$ cat src/rtl/addr_cmp_pkg.sv
package addr_cmp_pkg;
  localparam int unsigned ADDR_W_DEF = 12;
  localparam int unsigned CODE_W_DEF = 4;
endpackage

$ cat src/rtl/code_level_decoder.sv
module code_level_decoder #(
  parameter int unsigned ADDR_W = addr_cmp_pkg::ADDR_W_DEF,
  parameter int unsigned CODE_W = addr_cmp_pkg::CODE_W_DEF
) (
  input  logic [CODE_W-1:0] code,
  output logic [ADDR_W-1:0] exp_lvl
);
  // Codes at or above ADDR_W reuse the bits just below the top one, counting again from the top of the thermometer.
  localparam int unsigned NCODES  = 2 ** CODE_W;
  localparam int unsigned WRAP_LO = 2 * ADDR_W - NCODES;

  logic [31:0] code_w;
  assign code_w = 32'(code);

  for (genvar i = 1; i <= ADDR_W; i++) begin : g_bit
    if (i <= WRAP_LO) begin : g_thermo
      assign exp_lvl[i-1] = !(code_w >= 32'(i));
    end else if (i < ADDR_W) begin : g_wrap
      assign exp_lvl[i-1] = !(((code_w >= 32'(i)) && (code_w < 32'(ADDR_W)))
                              || (code_w >= 32'(ADDR_W + i - WRAP_LO)));
    end else begin : g_top
      assign exp_lvl[i-1] = !(code_w >= 32'(ADDR_W));
    end
  end

  always_comb begin
    if (code == '0) p_code0_all_high_r1: assert (exp_lvl == '1);
    if (code == '1) p_code_max_all_low_r5: assert (exp_lvl == '0);
  end
endmodule

$ cat src/rtl/level_compare.sv
module level_compare #(
  parameter int unsigned W = addr_cmp_pkg::ADDR_W_DEF
) (
  input  logic [W-1:0] lhs,
  input  logic [W-1:0] rhs,
  output logic         differ
);
  logic [W-1:0] bit_diff;
  assign bit_diff = lhs ^ rhs;
  assign differ   = |bit_diff;
endmodule

$ cat src/rtl/thermo_addr_match.sv
module thermo_addr_match #(
  parameter int unsigned ADDR_W = addr_cmp_pkg::ADDR_W_DEF,
  parameter int unsigned CODE_W = addr_cmp_pkg::CODE_W_DEF
) (
  input  logic [ADDR_W-1:0] addr,
  input  logic [CODE_W-1:0] code,
  input  logic              en_n,
  output logic              match_n
);
  logic [ADDR_W-1:0] exp_lvl;
  logic              differ;

  code_level_decoder #(.ADDR_W(ADDR_W), .CODE_W(CODE_W)) u_dec (
    .code    (code),
    .exp_lvl (exp_lvl)
  );

  level_compare #(.W(ADDR_W)) u_cmp (
    .lhs    (addr),
    .rhs    (exp_lvl),
    .differ (differ)
  );

  assign match_n = en_n | differ;

  always_comb begin
    if (en_n) p_disabled_high_r7: assert (match_n);
    if (!match_n) p_low_only_exact_r6: assert (addr == exp_lvl);
  end
endmodule

$ cat config.mk
export PLATFORM = sky130hd
export DESIGN_NAME = thermo_addr_match
export DESIGN_NICKNAME = d
export VERILOG_FILES = /design/src/rtl/addr_cmp_pkg.sv /design/src/rtl/code_level_decoder.sv /design/src/rtl/level_compare.sv /design/src/rtl/thermo_addr_match.sv
export SDC_FILE = /design/constraint.sdc
export NUM_CORES = 1
export LEC_CHECK = 0
export BUFFER_PORTS_ARGS = -buffer_cell sky130_fd_sc_hd__buf_2
export CELL_PAD_IN_SITES_DETAIL_PLACEMENT = 0
export CELL_PAD_IN_SITES_GLOBAL_PLACEMENT = 1
export CORE_AREA = 2 2 39 41
export DETAILED_ROUTE_END_ITERATION = 8
export DIE_AREA = 0 0 41 43
export PLACE_DENSITY = 0.75
export REMOVE_ABC_BUFFERS = 1
export SETUP_SLACK_MARGIN = 0.2
export SYNTH_ARGS = -nofsm -noshare
export SYNTH_HDL_FRONTEND = slang
export SYNTH_SLANG_ARGS = --single-unit
$ cat constraint.sdc
create_clock -name vclk -period 1.2
set_input_delay 0 -clock vclk [all_inputs]
set_output_delay 0 -clock vclk [all_outputs]
set_load 0.05 [all_outputs]
==> metrics <==
status=finished, final reports clean; Startpoint Class=input pin; dpl ws=-0.121 ns; mux contribution to synthesized area=5.88%; WS Path Type=in2out; Via density=4.95; Die H=43 µm; Worst Tran Pin Value=0.280 ns; crit-path max FO=5; Post-Synth Simple-Gate Area=35.7%; Die Area=0.00176 mm²; DRT iter0 DRCs=7; post-layout min period=1.17 ns; Worst slew margin=81.4%; Pwr Density=316 mW/mm²; total number of vias=426; Tcrit/Tclk final=97.8%; Synth Area in Adders=0%; Setup crit end kind=output port; number of synthesis warnings=0; Post-Route WL=925 µm; Post-Synth XOR/XNOR Area=15.1%; initial antenna violation count=0; Max-cap violations=0; largest net degree at the start of global routing=9; area added between synthesis and finish=60.7%; DRC violations left=0; fraction of layout cells with a size suffix above 1=50.0%; Final setup viols=0; Fin Setup TNS=0 ns; f_max=852 MHz; syn_area_per_cell=7.24 µm²; Final ANT Viol Nets=0; row cnt=14; Synth Instances=47; Tot Pwr=0.000173 W; Boundary Pins=18; remaining global-route overflow=0; largest family of logic cells by synthesized area=simple AND/OR/NAND/NOR gates; Initial Utilization=24.6%; WL/cell=10.8 µm; CP Data Arrival Time=1.17 ns; FFs & Latches=0; GRT Overall Usage=11.1%; first-pass GRT wire length=1.48 mm; diode count=0; Final nets=89; Min Hold Slack=0.397 ns; RSZ-0062 raised after global routing=true; Storage cell area=0 µm²; vias in the first global route=362; IO Port Bufs=18; Final Slew Violations=0; worst vdd ir=0.126 mV; die width=41 µm; P_leak=0.235 nW; synthesized area=340 µm²; placed cell areas=477 µm²; Worst Hold Class=in2out; core area=0.00138 mm²; final non-filler cell area=547 µm²; dpl hpwl=695 µm; compound-cell area share of the yosys netlist=30.1%; GPL Wtd Cong=0.878; hold buffers post-CTS=0; post-route setup slack=0.0267 ns; first drt pass iteration count=4; sequential share of the synthesized area=0%; # clk buffers=0; final hold violations=0; count of cell types in the netlist=30; CP required=1.20 ns
cells in the final DEF (no fill, tap or decap), types with 2 or more instances in the layout:
| cell | count |
|---|---|
| buf_6 | 4 |
| mux2i_1 | 2 |
| buf_4 | 9 |
| xor2_1 | 2 |
| nor3_1 | 2 |
| xnor2_1 | 2 |
| nand2_1 | 4 |
| buf_2 | 12 |
| nor2_1 | 3 |
| nand2b_1 | 3 |
| a31oi_1 | 2 |
metal layers:
layer | global-route usage (%) | routed length (µm) | vias up
met2 | 17.8 | 460 | 8
met1 | 17.2 | 439 | 193
met3 | 0 | 25 | 0
met4 | 0 | 0 | 0
li1 | - | - | 225
met5 | 0 | 0 | -
timing repair:
item,in CTS,in global routing
endpoints found under the setup margin,1,1
pin swaps,4,7
resized for setup,4,15
setup buffers,0,0
synth_stat cells (all sizes together) (2+ instances only):
cell / number / area [µm²]
o21ai: 2 / 10.0
a31oi: 2 / 12.5
nor3: 2 / 10.0
nor4: 2 / 12.5
nand2: 4 / 15.0
mux2i: 2 / 20.0
buf: 3 / 33.8
xor2: 3 / 33.8
nand2b: 3 / 18.8
nor2: 4 / 15.0
xnor2: 2 / 17.5
per-stage QoR:
stage / utilization [%] / instances
after floorplan: - / 43
after global placement: 34.4 / 86
after detailed placement: 34.4 / 86
after CTS: 35.6 / 86
after global routing: 39.5 / 86
final: 39.5 / 86
critical path, stage by stage:
cell      delay (ns)
buf_6           0.09
a21o_1          0.12
a22oi_2         0.05
or3_4           0.36
a211oi_2        0.22
o311ai_1        0.12
buf_4           0.20
worst paths after layout:
kind,slack [ns],from,endpoint,cells past startpoint
worst max-delay path,0.03,addr[11],match_n,7
worst min-delay path,0.40,addr[1],match_n,4
cell families after synthesis:
| logic type | count (synthesis) |
|---|---|
| AOI/OAI and AO/OA | 13 |
| xor gates and xnor gates | 5 |
| buffers and inverters | 5 |
| muxes | 2 |
| and+or+nand+nor | 22 |
layout make-up:
| type | instances | area, µm² |
|---|---|---|
| fillers | 154 | 837 |
| multi-input cells | 42 | 328 |
| repair buffers | 27 | 195 |
| well taps | 16 | 20.0 |
| inverters | 1 | 3.75 |
power by group:
group	total [W]	leakage [nW]	switching, W	internal [W]
combinational	0.000173	0.235	0.0000770	0.0000957
clock	0	0	0	0
sequential	0	0	0	0
total	0.000173	0.235	0.0000770	0.0000957
(Power assumes the default switching activity.)
